### config.mk
export PLATFORM = sky130hd
export DESIGN_NAME = perf_csr_unit
export DESIGN_NICKNAME = d
export VERILOG_FILES = /design/src/rtl/perf_pkg.sv /design/src/rtl/perf_rst_sync.sv /design/src/rtl/perf_wide_counter.sv /design/src/rtl/perf_event_counter.sv /design/src/rtl/perf_csr_unit.sv
export SDC_FILE = /design/constraint.sdc
export NUM_CORES = 1
export LEC_CHECK = 0
export ABC_AREA = 1
export BUFFER_PORTS_ARGS = -buffer_cell sky130_fd_sc_hd__buf_2
export CAP_MARGIN = 20
export CORE_MARGIN = 3
export CORE_UTILIZATION = 37
export DETAILED_ROUTE_END_ITERATION = 10
export PLACE_DENSITY = 0.52
export SLEW_MARGIN = 10
export SYNTH_ARGS = -nofsm -noshare
export SYNTH_HDL_FRONTEND = slang
export SYNTH_SLANG_ARGS = --single-unit
### constraint.sdc
create_clock -name clk -period 14.46 [get_ports clk]
set_clock_uncertainty 0.2 [all_clocks]
set_input_delay 2.892 -clock clk [delete_from_list [all_inputs] [get_ports clk]]
set_output_delay 2.892 -clock clk [all_outputs]
set_load 0.01 [all_outputs]
### src/rtl/perf_pkg.sv
package perf_pkg;
  localparam int NUM_EVT   = 10;
  localparam int FIRST_EVT = 3;
  localparam int LAST_EVT  = FIRST_EVT + NUM_EVT - 1;
  localparam int HALF_W    = 32;

  localparam logic [11:0] A_INHIBIT = 12'h320;
  localparam logic [11:0] A_CYC_LO  = 12'hB00;
  localparam logic [11:0] A_CYC_HI  = 12'hB80;
  localparam logic [11:0] A_RET_LO  = 12'hB02;
  localparam logic [11:0] A_RET_HI  = 12'hB82;
  localparam logic [11:0] A_UCYC_LO = 12'hC00;
  localparam logic [11:0] A_UCYC_HI = 12'hC80;
  localparam logic [11:0] A_URET_LO = 12'hC02;
  localparam logic [11:0] A_URET_HI = 12'hC82;

  localparam logic [7:0] PAGE_EVT_LO = 8'hB0;
  localparam logic [7:0] PAGE_EVT_HI = 8'hB8;
  localparam logic [7:0] PAGE_SEL    = 8'h32;

  // bit position within evt_i for each hardwired event
  typedef enum logic [3:0] {
    EV_LSU_BUSY  = 4'd0,
    EV_FETCH     = 4'd1,
    EV_LOAD      = 4'd2,
    EV_STORE     = 4'd3,
    EV_JUMP      = 4'd4,
    EV_BRANCH    = 4'd5,
    EV_BR_TAKEN  = 4'd6,
    EV_RET_COMP  = 4'd7,
    EV_WFI_WAIT  = 4'd8,
    EV_DIV_WAIT  = 4'd9
  } evt_pos_e;
endpackage

### src/rtl/perf_rst_sync.sv
module perf_rst_sync (
  input  logic clk,
  input  logic rst_n,
  output logic rst_n_sync
);
  logic [1:0] sync_q;

  always_ff @(posedge clk or negedge rst_n) begin
    if (!rst_n) sync_q <= 2'b00;
    else        sync_q <= {sync_q[0], 1'b1};
  end

  assign rst_n_sync = sync_q[1];
endmodule

### src/rtl/perf_wide_counter.sv
module perf_wide_counter #(
  parameter int HW = 32
) (
  input  logic          clk,
  input  logic          rst_n,
  input  logic          count_en,
  input  logic          wr_lo,
  input  logic          wr_hi,
  input  logic [HW-1:0] wdata,
  output logic [2*HW-1:0] value
);
  localparam int FW = 2 * HW;

  logic [FW-1:0] cnt_q, cnt_d;
  logic          cnt_upd;

  always_comb begin
    cnt_d = cnt_q + {{(FW-1){1'b0}}, count_en};
    if (wr_lo) cnt_d[HW-1:0]  = wdata;
    if (wr_hi) cnt_d[FW-1:HW] = wdata;
    cnt_upd = count_en | wr_lo | wr_hi;
  end

  always_ff @(posedge clk or negedge rst_n) begin
    if (!rst_n)       cnt_q <= '0;
    else if (cnt_upd) cnt_q <= cnt_d;
  end

  assign value = cnt_q;
endmodule

### src/rtl/perf_event_counter.sv
module perf_event_counter #(
  parameter int W = 32
) (
  input  logic         clk,
  input  logic         rst_n,
  input  logic         count_en,
  input  logic         wr,
  input  logic [W-1:0] wdata,
  output logic [W-1:0] value
);
  logic [W-1:0] cnt_q, cnt_d;
  logic         cnt_upd;

  always_comb begin
    cnt_d   = wr ? wdata : (cnt_q + {{(W-1){1'b0}}, 1'b1});
    cnt_upd = wr | count_en;
  end

  always_ff @(posedge clk or negedge rst_n) begin
    if (!rst_n)       cnt_q <= '0;
    else if (cnt_upd) cnt_q <= cnt_d;
  end

  assign value = cnt_q;
endmodule

### src/rtl/perf_csr_unit.sv
module perf_csr_unit
  import perf_pkg::*;
#(
  parameter bit EVT_EN = 1'b1,
  parameter int EVT_W  = 32
) (
  input  logic               clk,
  input  logic               rst_n,
  input  logic [11:0]        csr_addr,
  input  logic [31:0]        csr_wdata,
  input  logic               csr_we,
  output logic [31:0]        csr_rdata,
  input  logic               retire_i,
  input  logic [NUM_EVT-1:0] evt_i
);
  localparam int IW = LAST_EVT + 1;
  localparam logic [IW-1:0] EVT_BITS =
    {{(IW-NUM_EVT){1'b0}}, {NUM_EVT{1'b1}}} << FIRST_EVT;
  localparam logic [IW-1:0] BASE_BITS = {{(IW-3){1'b0}}, 3'b101};
  localparam logic [IW-1:0] INH_MASK  = EVT_EN ? (EVT_BITS | BASE_BITS) : BASE_BITS;

  logic rst_n_s;
  perf_rst_sync u_rst (.clk(clk), .rst_n(rst_n), .rst_n_sync(rst_n_s));

  // address decode
  logic [7:0] page;
  logic [3:0] idx;
  logic       idx_evt;
  logic [3:0] slot;
  logic       wr_inh, cyc_wr_lo, cyc_wr_hi, ret_wr_lo, ret_wr_hi;
  logic [NUM_EVT-1:0] evt_wr, sel_wr;

  always_comb begin
    page      = csr_addr[11:4];
    idx       = csr_addr[3:0];
    idx_evt   = (idx >= 4'(FIRST_EVT)) && (idx <= 4'(LAST_EVT));
    slot      = idx - 4'(FIRST_EVT);
    wr_inh    = csr_we && (csr_addr == A_INHIBIT);
    cyc_wr_lo = csr_we && (csr_addr == A_CYC_LO);
    cyc_wr_hi = csr_we && (csr_addr == A_CYC_HI);
    ret_wr_lo = csr_we && (csr_addr == A_RET_LO);
    ret_wr_hi = csr_we && (csr_addr == A_RET_HI);
    for (int k = 0; k < NUM_EVT; k++) begin
      evt_wr[k] = csr_we && (page == PAGE_EVT_LO) && (idx == 4'(k + FIRST_EVT));
      sel_wr[k] = csr_we && (page == PAGE_SEL)    && (idx == 4'(k + FIRST_EVT));
    end
  end

  // inhibit register
  logic [IW-1:0] inh_q, inh_d;

  always_comb inh_d = csr_wdata[IW-1:0] & INH_MASK;

  always_ff @(posedge clk or negedge rst_n_s) begin
    if (!rst_n_s)    inh_q <= '0;
    else if (wr_inh) inh_q <= inh_d;
  end

  // fixed 64-bit counters
  logic [2*HALF_W-1:0] cyc_val, ret_val;

  perf_wide_counter #(.HW(HALF_W)) u_cyc (
    .clk(clk), .rst_n(rst_n_s), .count_en(!inh_q[0]),
    .wr_lo(cyc_wr_lo), .wr_hi(cyc_wr_hi), .wdata(csr_wdata), .value(cyc_val)
  );

  perf_wide_counter #(.HW(HALF_W)) u_ret (
    .clk(clk), .rst_n(rst_n_s), .count_en(retire_i && !inh_q[2]),
    .wr_lo(ret_wr_lo), .wr_hi(ret_wr_hi), .wdata(csr_wdata), .value(ret_val)
  );

  // hardwired event counters
  logic [NUM_EVT-1:0][31:0] evt_lo_rd;
  logic [NUM_EVT-1:0][31:0] sel_rd;
  logic [NUM_EVT-1:0]       evt_cnt_en;

  if (EVT_EN) begin : g_evt
    for (genvar k = 0; k < NUM_EVT; k++) begin : g_cnt
      localparam int N = k + FIRST_EVT;
      logic             sel_q;
      logic [EVT_W-1:0] val;

      always_ff @(posedge clk or negedge rst_n_s) begin
        if (!rst_n_s)       sel_q <= 1'b1;
        else if (sel_wr[k]) sel_q <= csr_wdata[N];
      end

      assign evt_cnt_en[k] = evt_i[k] && sel_q && !inh_q[N];

      perf_event_counter #(.W(EVT_W)) u_cnt (
        .clk(clk), .rst_n(rst_n_s), .count_en(evt_cnt_en[k]),
        .wr(evt_wr[k]), .wdata(csr_wdata[EVT_W-1:0]), .value(val)
      );

      assign evt_lo_rd[k] = 32'(val);
      assign sel_rd[k]    = sel_q ? (32'd1 << N) : 32'd0;
    end
  end else begin : g_no_evt
    assign evt_lo_rd  = '0;
    assign sel_rd     = '0;
    assign evt_cnt_en = '0;
  end

  // read mux
  always_comb begin
    csr_rdata = '0;
    case (csr_addr)
      A_INHIBIT:            csr_rdata = 32'(inh_q);
      A_CYC_LO, A_UCYC_LO:  csr_rdata = cyc_val[HALF_W-1:0];
      A_CYC_HI, A_UCYC_HI:  csr_rdata = cyc_val[2*HALF_W-1:HALF_W];
      A_RET_LO, A_URET_LO:  csr_rdata = ret_val[HALF_W-1:0];
      A_RET_HI, A_URET_HI:  csr_rdata = ret_val[2*HALF_W-1:HALF_W];
      default: begin
        if (idx_evt && page == PAGE_EVT_LO)   csr_rdata = evt_lo_rd[slot];
        else if (idx_evt && page == PAGE_SEL) csr_rdata = sel_rd[slot];
      end
    endcase
  end
endmodule

==> out/results.ini <==
[timing]
worstMarginPinSlew_ns=1.24
fmax_mhz=98.4
final_hold_viol_count=0
fin_setup_tns_ns=0
slew_violations=0
fin_crit_ns=10.16
slew_headroom=0.171
fin_crit_sh=0.703
setup_violations=0
rsz0062_at_grt=false

[worst_hold_path]
min_path_type=reg2reg

[clock_network]
clk_pin_slew_ns=0.05
clkSinkCount=472
root_buffer=clkbuf_16
cts_tree=done
post-cts-setup-buffer-count=0
cts_resized=0
cts_made_buffers=61
cts_buffer_depth=3
htreeDepth=2
insertion_delay_ns=0.71
cts_hold_buf=0

[power]
p_per_area_nw_per_um2=91.0
switching_share=0.344
p_int_mw=2.44
p_seq_frac=0.402
irDropWorstVdd_v=0.0000757
power.switching_mw=1.28
pwr-share-clk=0.428
leakage_nw=19.1
combPwrFrac=0.170

[global_routing]
grt_overflow=0
grt_pass1_vias=38571
grt_use_total=0.391
grt_max_degree=72
antenna_found_initial=23
grt_pass1_wl_mm=293

[synthesis]
syn-num-nets=6180
yosysSeqAreaShare=0.316
dominantRegCellSynth=dfrtp_1
netlist_top_cells_count=nand2_1 (2091), nor2_1 (768), inv_1 (700)
synth-async-reset-ratio=1.00
syn_area_per_cell_um2=6.12
yosysTopAreaCell=dfrtp_1
yosysWarnings=0
synthCells=6104
syn_area_um2=37400
yosys-top-cells-area=dfrtp_1 (31%), nand2_1 (21%), nor2_1 (7.7%), inv_1 (7.0%), nand3_1 (6.6%)
yosys.area_share.simple=0.410
yosys.area_share.adder=0.00603
synth_edf_count=0
synth-compound-area-share=0.115
synth_most_common_cell=nand2_1
yosys.area.top_type_share=0.309
synth_top_family_by_area=simple AND/OR/NAND/NOR gates
synthMuxAreaShare=0
ys_seq_elements=472
synth_xor_area_frac=0.0520
ys_types=48

[placed_design]
dp.cells=7322
place_congestion=1.04
io_buffers=89
hpwl_mm=157

[cells_and_area]
multi_input_area_um2=21800
seqCellArea_um2=11800
finalNetCount=6176
syn_to_final_growth_pct=9.35
fin_cells=7441
nFillCells=10970
layout-drive-gt1-share=0.0576
final_util=0.411

[floorplanning]
die_x_um=324
initial_core_util=0.376
core_area_um2=99300
die-area_um2=105000
die_h_um=324
placementRows=115
io_pins=90

[outcome]
status=finished clean

[detailed_routing]
drt_iter0_drc=5912
post_drt_wl_per_cell_um=28.1
ant_nets=0
routed_wl_mm=209
drc=0
first_pass_iters=9
viasPerCell=5.80
vias=43126

[flow_run]
cap_violations=0

[critical_path]
critPathMaxFanout=42
worstPathArrival_ns=7.07
critPathLaunchType=primary input
crit_required_ns=11.37
crit_path_end_kind=output port
path_class=in2out

-- critical path: stages --
cell,delay (ns)
buf_2,0.65
clkinv_1,0.29
ha_1,0.60
inv_1,0.35
nor2_4,0.64
buf_4,0.49
a21oi_1,0.13
nand4_1,0.10
nand3_1,0.28
nand2_1,0.23
nand2_1,0.08
nand2_1,0.13
buf_2,0.16
-- flip-flops by register name, indices dropped and copies added, names as in the netlist --
| signal | count |
|---|---|
| u_ret.value | 64 |
| g_evt.g_cnt.sel_q | 10 |
| u_rst.sync_q | 2 |
| g_evt.g_cnt.u_cnt.value | 320 |
| inh_q | 12 |
| u_cyc.value | 64 |
-- logic make-up after synthesis --
group / count (synthesis)
AO/OA/AOI/OAI: 751
other: 1
XOR/XNOR: 222
adder cells (fa/ha/maj): 18
flip-flops: 472
buffers and inverters: 947
AND/OR/NAND/NOR: 3693
-- layout make-up --
type	instances	share of cell area
antenna	8	0.000490
timing repair buffer	138	0.0199
clock buffer	94	0.0443
inverter	742	0.0683
sequential	472	0.290
tap	1287	0.0394
multi-input combinational	4685	0.534
clock inverter	15	0.00380
-- cells in the final DEF (no fill, tap or decap), drive strengths merged --
| cell | instances |
|---|---|
| xnor2 | 34 |
| o21a | 1 |
| o211ai | 116 |
| nand3b | 7 |
| diode | 8 |
| nor3 | 116 |
| xor2 | 188 |
| clkbuf | 95 |
| and2 | 5 |
| ha | 18 |
| buf | 137 |
| nand4 | 135 |
| conb | 1 |
| o221ai | 3 |
| o311ai | 1 |
| clkinv | 25 |
| dfstp | 10 |
| nor2 | 785 |
| inv | 730 |
| o22ai | 118 |
| a21oi | 98 |
| nand3 | 500 |
| nor4 | 3 |
| o21bai | 5 |
| a211oi | 1 |
| o31ai | 1 |
| nor3b | 1 |
| nand2 | 2131 |
| dfrtp | 462 |
| or2 | 10 |
| o21ai | 377 |
| a31oi | 13 |
| bufinv | 2 |
| a22oi | 17 |
-- power groups by stage --
stage	Combinational (mW)	Clock [mW]	Sequential, mW
detailed placement	0.609	0	1.51
global placement	0.605	0	1.51
finish	0.632	1.59	1.49
global route	0.673	1.65	1.50
CTS	0.611	1.60	1.49
floorplan	0.339	0	1.49
-- layer usage --
| layer | GRT usage | up-vias | share of wire |
|---|---|---|---|
| met5 | 0 | - | 0.00013 |
| met4 | 0.207 | 4 | 0.063 |
| met3 | 0.0968 | 491 | 0.12 |
| met2 | 0.554 | 2401 | 0.40 |
| met1 | 0.547 | 20665 | 0.42 |
| li1 | - | 19565 | - |
-- metrics by stage --
step	power (mW)	cell area, µm²	setup WS [ns]	hold WS, ns
3_3_place_gp	2.12	38800	4.58	0.136
5_1_grt	3.83	40800	4.12	0.166
6_report	3.72	40900	4.30	0.151
3_5_place_dp	2.12	38900	4.53	0.142
2_1_floorplan	1.83	37400	0.148	0.131
4_1_cts	3.70	40800	4.51	0.154
-- worst paths after layout --
| path | startpoint | to | slack (ns) | cells past startpoint |
|---|---|---|---|---|
| setup / recovery | csr_addr[0] | csr_rdata[23] | 4.30 | 13 |
| hold / removal | u_rst.sync_q[0] | u_rst.sync_q[1] | 0.15 | 0 |
| setup reg to reg | u_rst.sync_q[1] | g_evt.g_cnt[9].u_cnt.value[1] | 10.78 | 3 |
| hold reg to reg | u_rst.sync_q[0] | u_rst.sync_q[1] | 0.15 | 0 |
| max in group asynchronous | u_rst.sync_q[1] | g_evt.g_cnt[9].u_cnt.value[1] | 10.78 | 3 |
| min in group asynchronous | u_rst.sync_q[1] | u_cyc.value[22] | 0.16 | 0 |
(Power assumes the default switching activity.)
